===== config.mk =====
export PLATFORM = sky130hd
export DESIGN_NAME = boot_rom_pager
export DESIGN_NICKNAME = d
export VERILOG_FILES = /design/src/rtl/boot_rom_pager_pkg.sv /design/src/rtl/rom_addr_map.sv /design/src/rtl/port_strobe_fsm.sv /design/src/rtl/rom_select.sv /design/src/rtl/boot_rom_pager.sv
export SDC_FILE = /design/constraint.sdc
export NUM_CORES = 1
export LEC_CHECK = 0
export ABC_AREA = 0
export BUFFER_PORTS_ARGS = -buffer_cell sky130_fd_sc_hd__buf_4
export CAP_MARGIN = 20
export CORE_AREA = 2 2 39 41
export CTS_CLUSTER_DIAMETER = 60
export CTS_CLUSTER_SIZE = 25
export DETAILED_ROUTE_END_ITERATION = 8
export DIE_AREA = 0 0 41 43
export PLACE_DENSITY = 0.79
export SKIP_CTS_REPAIR_TIMING = 1
export SYNTH_ARGS = -nofsm -noshare
export SYNTH_HDL_FRONTEND = slang
export SYNTH_SLANG_ARGS = --single-unit

===== constraint.sdc =====
create_clock -name clk -period 1.3 [get_ports clk]
set_input_delay 0.26 -clock clk [delete_from_list [all_inputs] [get_ports clk]]
set_output_delay 0.26 -clock clk [all_outputs]
set_load 0.1 [all_outputs]

===== src/rtl/boot_rom_pager_pkg.sv =====
package boot_rom_pager_pkg;

    typedef enum logic {
        ST_IDLE = 1'b0,
        ST_HELD = 1'b1
    } strobe_st_e;

    // Clamp a size code to the largest legal value.
    function automatic int unsigned clamp_size(input int unsigned code, input int unsigned max_code);
        return (code > max_code) ? max_code : code;
    endfunction

endpackage


===== src/rtl/rom_addr_map.sv =====
module rom_addr_map #(
    parameter int ADDR_W   = 16,
    parameter int LOW_BITS = 10,
    parameter int SEL_BITS = 5,
    localparam int BASE_W  = ADDR_W - LOW_BITS,
    localparam int SIZE_W  = $clog2(SEL_BITS + 1)
) (
    input  logic [ADDR_W-1:0] cpu_addr,
    input  logic [SIZE_W-1:0] size_sel,
    input  logic [BASE_W-1:0] base_sel,
    output logic [ADDR_W-1:0] rom_addr
);
    import boot_rom_pager_pkg::*;

    int unsigned size_eff;

    always_comb begin
        size_eff = clamp_size(int'(size_sel), SEL_BITS);
    end

    assign rom_addr[LOW_BITS-1:0] = cpu_addr[LOW_BITS-1:0];

    for (genvar i = 0; i < SEL_BITS; i++) begin : g_sel
        assign rom_addr[LOW_BITS+i] = (size_eff > i) ? cpu_addr[LOW_BITS+i] : base_sel[i];
    end

    for (genvar j = SEL_BITS; j < BASE_W; j++) begin : g_fixed
        assign rom_addr[LOW_BITS+j] = base_sel[j];
    end

endmodule


===== src/rtl/port_strobe_fsm.sv =====
module port_strobe_fsm #(
    parameter int CNT_W = 4
) (
    input  logic             clk,
    input  logic             rst_n,
    input  logic             strobe,
    output logic [CNT_W-1:0] count
);
    import boot_rom_pager_pkg::*;

    strobe_st_e state_q, state_d;
    logic       step;

    always_ff @(posedge clk or negedge rst_n) begin
        if (!rst_n) state_q <= ST_IDLE;
        else        state_q <= state_d;
    end

    always_comb begin
        state_d = state_q;
        unique case (state_q)
            ST_IDLE: if (strobe)  state_d = ST_HELD;   // arm
            ST_HELD: if (!strobe) state_d = ST_IDLE;   // release
            default: state_d = ST_IDLE;
        endcase
    end

    always_comb begin
        step = 1'b0;
        unique case (state_q)
            ST_IDLE: step = strobe;
            ST_HELD: step = 1'b0;
            default: step = 1'b0;
        endcase
    end

    always_ff @(posedge clk or negedge rst_n) begin
        if (!rst_n)    count <= '0;
        else if (step) count <= count + 1'b1;
    end

endmodule


===== src/rtl/rom_select.sv =====
module rom_select (
    input  logic mreq_n,
    input  logic rd_n,
    input  logic addr_top,
    input  logic rom_off,
    output logic rom_ce_n,
    output logic rom_oe_n
);
    logic sel;

    always_comb begin
        sel      = !mreq_n && !addr_top && !rom_off;
        rom_ce_n = !sel;
        rom_oe_n = !(sel && !rd_n);
    end

endmodule


===== src/rtl/boot_rom_pager.sv =====
module boot_rom_pager #(
    parameter int          ADDR_W   = 16,
    parameter int          LOW_BITS = 10,
    parameter int          SEL_BITS = 5,
    parameter int          CNT_W    = 4,
    parameter logic [7:0]  IO_PORT  = 8'h38,
    localparam int         BASE_W   = ADDR_W - LOW_BITS,
    localparam int         SIZE_W   = $clog2(SEL_BITS + 1)
) (
    input  logic              clk,
    input  logic              rst_n,
    input  logic [ADDR_W-1:0] cpu_addr,
    input  logic              mreq_n,
    input  logic              iorq_n,
    input  logic              rd_n,
    input  logic              wr_n,
    input  logic [SIZE_W-1:0] size_sel,
    input  logic [BASE_W-1:0] base_sel,
    output logic [ADDR_W-1:0] rom_addr,
    output logic              rom_ce_n,
    output logic              rom_oe_n,
    output logic              page_out
);
    logic             port_wr;
    logic [CNT_W-1:0] count;

    assign port_wr = !iorq_n && !wr_n && (cpu_addr[7:0] == IO_PORT);

    rom_addr_map #(
        .ADDR_W  (ADDR_W),
        .LOW_BITS(LOW_BITS),
        .SEL_BITS(SEL_BITS)
    ) u_map (
        .cpu_addr(cpu_addr),
        .size_sel(size_sel),
        .base_sel(base_sel),
        .rom_addr(rom_addr)
    );

    port_strobe_fsm #(.CNT_W(CNT_W)) u_fsm (
        .clk   (clk),
        .rst_n (rst_n),
        .strobe(port_wr),
        .count (count)
    );

    rom_select u_sel (
        .mreq_n  (mreq_n),
        .rd_n    (rd_n),
        .addr_top(cpu_addr[ADDR_W-1]),
        .rom_off (count[0]),
        .rom_ce_n(rom_ce_n),
        .rom_oe_n(rom_oe_n)
    );

    assign page_out = count[0];

endmodule


==> flow_metrics.py <==
metrics = {
    "route": {
        "drt_iter0_markers": 1,
        "post-route-drc-count": 0,
        "wl_mm": 1.05,
        "postRouteAntennaNets": 0,
        "viasPerCell": 4.26,
        "post_drt_wl_per_cell_um": 12.0,
        "via_count": 375,
        "firstDrtPassIters": 2,
    },
    "power_and_ir_drop": {
        "p_per_area_mw_per_mm2": 862,
        "clkPwrFrac_pct": 22.5,
        "swShare_pct": 47.7,
        "p_leak_nw": 0.384,
        "p_switching_uw": 320,
        "seq_power_share_pct": 9.9,
        "p_int_uw": 351,
        "combPwrFrac_pct": 67.6,
        "peakVddDrop_mv": 0.353,
        "power_uw": 671,
    },
    "final_layout": {
        "finalCoreUtilization_pct": 56.2,
        "drive_gt1_share_pct": 91.7,
        "final_cell_mix": "37 x buf_4, 6 x buf_12, 4 x mux2_4, 4 x buf_6, 3 x clkbuf_4",
        "stdcell_count": 88,
        "final_common_cell": "buf_4",
        "fillers": 140,
        "design_area_um2": 778,
        "syn2layout_area_growth_pct": 172,
        "diodes": 0,
        "layout.nets": 104,
    },
    "grt": {
        "grt_max_degree": 6,
        "antenna_found_initial": 0,
        "grt-ovfl-total": 0,
        "grt_first_pass_wirelength_mm": 1.32,
        "grt_usage_pct": 10.9,
        "grt_pass1_vias": 373,
    },
    "worst_hold_path": {
        "min-delay-start": "iorq_n",
        "hold_class": "primary input to flop",
        "hold_end": "u_fsm.state_q$_DFF_PN0_",
        "hold_path_depth": 3,
    },
    "clock_tree": {
        "cts_root_buf": "clkbuf_4",
        "clockBufferDepth": 2,
        "h-tree-depth": 1,
        "cts_num_sinks": 2,
        "cts_buffers": 3,
        "clk_latency_ns": 0.23,
        "cts_tree": "yes",
        "clkSlewWorstSetupHoldPaths_ns": 0.03,
    },
    "timing": {
        "relSlewSlack_pct": 81.5,
        "finalSetupViolCount": 3,
        "drv_slew": 0,
        "timing.hold.ws_ns": 0.338,
        "layout_min_cycle_time_ns": 1.69,
        "fin_ws_ns": -0.392,
        "hold_viol": 0,
        "fin_crit_sh_pct": 130,
        "rsz0062_at_grt": "yes",
        "finalClockSkew_ns": 0.00730,
        "fmax_mhz": 591,
        "worst_pin_slew_ns": 0.279,
    },
    "die": {
        "io_pins": 50,
        "die_x_um": 41,
        "core_area_mm2": 0.00138,
        "design.die.area_mm2": 0.00176,
        "fp.dieH_um": 43,
        "num_rows": 14,
        "initial_core_util_pct": 20.7,
    },
    "critical_path": {
        "crit_required_ns": 1.04,
        "r2r_start": "u_fsm.state_q$_DFF_PN0_",
        "rr_worst_depth": 2,
        "start_kind": "flop",
        "cp_data_arrival_time_ns": 1.43,
        "reg2reg_to": "u_fsm.count[0]$_DFFE_PN0P_",
        "path_class": "flop to output port",
        "path_max_fanout": 2,
        "endpoint_kind": "output port",
        "rrSetupSlack_ns": 0.38,
    },
    "place": {
        "dp_hpwl_um": 760,
        "gp_congestion": 0.615,
        "dp_cells": 82,
        "numPortBuffers": 43,
        "place_area_um2": 588,
    },
    "synth": {
        "avgSynthCellArea_um2": 9.55,
        "ys_warn_count": 0,
        "ys_seq_area_share_pct": 17.5,
        "yosys_register_bits": 2,
        "ys_types": 14,
        "synth_nets": 61,
        "syn-instance-count": 30,
        "synth_area_um2": 287,
    },
    "status": {
        "outcome": "complete, but fails checks",
        "violations": "negative setup slack",
    },
    "job": {
        "max_cap_viol_count": 0,
    },
}
-- per-layer routing --
| metal | wire, µm | vias to the layer above | global-route usage (%) |
|---|---|---|---|
| li1 | - | 179 | - |
| met1 | 293 | 173 | 9.90 |
| met2 | 653 | 23 | 18.1 |
| met3 | 106 | 0 | 1.05 |
| met4 | 0 | 0 | 12.0 |
| met5 | 0 | - | 0 |
-- critical path, stage by stage (launching register included) --
cell     delay, ns
dfrtp_4       0.46
or3_4         0.33
or2_4         0.25
buf_12        0.16
-- stage by stage --
step / TNS, ns / setup slack, ns
after CTS: -1.04 / -0.448
after floorplan: -0.599 / -0.506
after global routing: -0.748 / -0.413
after detailed placement: -0.651 / -0.201
after global placement: -0.595 / -0.185
final: -0.691 / -0.392
-- state kept, by name (all words and copies together) (netlist names) --
name,count
u_fsm.count,1
u_fsm.state_q,1
-- worst max-delay path by stage --
stage	end	from	slack (ns)	cells past startpoint
6_report	rom_oe_n	u_fsm.count[0]$_DFFE_PN0P_	-0.39	3
3_5_place_dp	rom_oe_n	u_fsm.count[0]$_DFFE_PN0P_	-0.20	3
2_1_floorplan	rom_oe_n	u_fsm.count[0]$_DFFE_PN0P_	-0.51	2
5_1_grt	rom_oe_n	u_fsm.count[0]$_DFFE_PN0P_	-0.41	3
3_3_place_gp	rom_oe_n	u_fsm.count[0]$_DFFE_PN0P_	-0.19	3
4_1_cts	rom_oe_n	u_fsm.count[0]$_DFFE_PN0P_	-0.45	3
-- power by group through the flow --
stage                     clock, mW  combinational, mW  sequential [mW]
after floorplan                   0              0.308           0.0791
after global placement            0              0.376           0.0667
after detailed placement          0              0.380           0.0669
after CTS                     0.159              0.380           0.0661
after global routing          0.162              0.469           0.0661
final                         0.151              0.454           0.0661
-- synth_stat cells --
cell type / n / area, µm²
buf_4: 11 / 82.6
mux2_2: 5 / 56.3
dfrtp_1: 2 / 50.1
nor3_1: 2 / 10.0
a21oi_1: 1 / 5.00
nand4bb_1: 1 / 11.3
nor2_1: 1 / 3.75
nor4_4: 1 / 21.3
o21ai_0: 1 / 5.00
or2_1: 1 / 6.26
or2_2: 1 / 6.26
or3_1: 1 / 6.26
or4b_4: 1 / 13.8
xor2_1: 1 / 8.76
-- layout make-up --
cell class                 count  area, µm²  area share (%)
timing repair buffer          49        468            60.1
multi-input combinational     17        210            27.0
sequential                     2       53.8            6.91
clock buffer                   4       26.3            3.38
tap                           16       20.0            2.57
-- logic make-up after synthesis --
group,Yosys count,synth area share [%]
AO/OA/AOI/OAI,2,3.49
XOR/XNOR,1,3.06
buffers and inverters,11,28.8
flip-flops,2,17.5
multiplexers,5,19.6
AND/OR/NAND/NOR,9,27.5
Power figures use the tool's default switching activity.
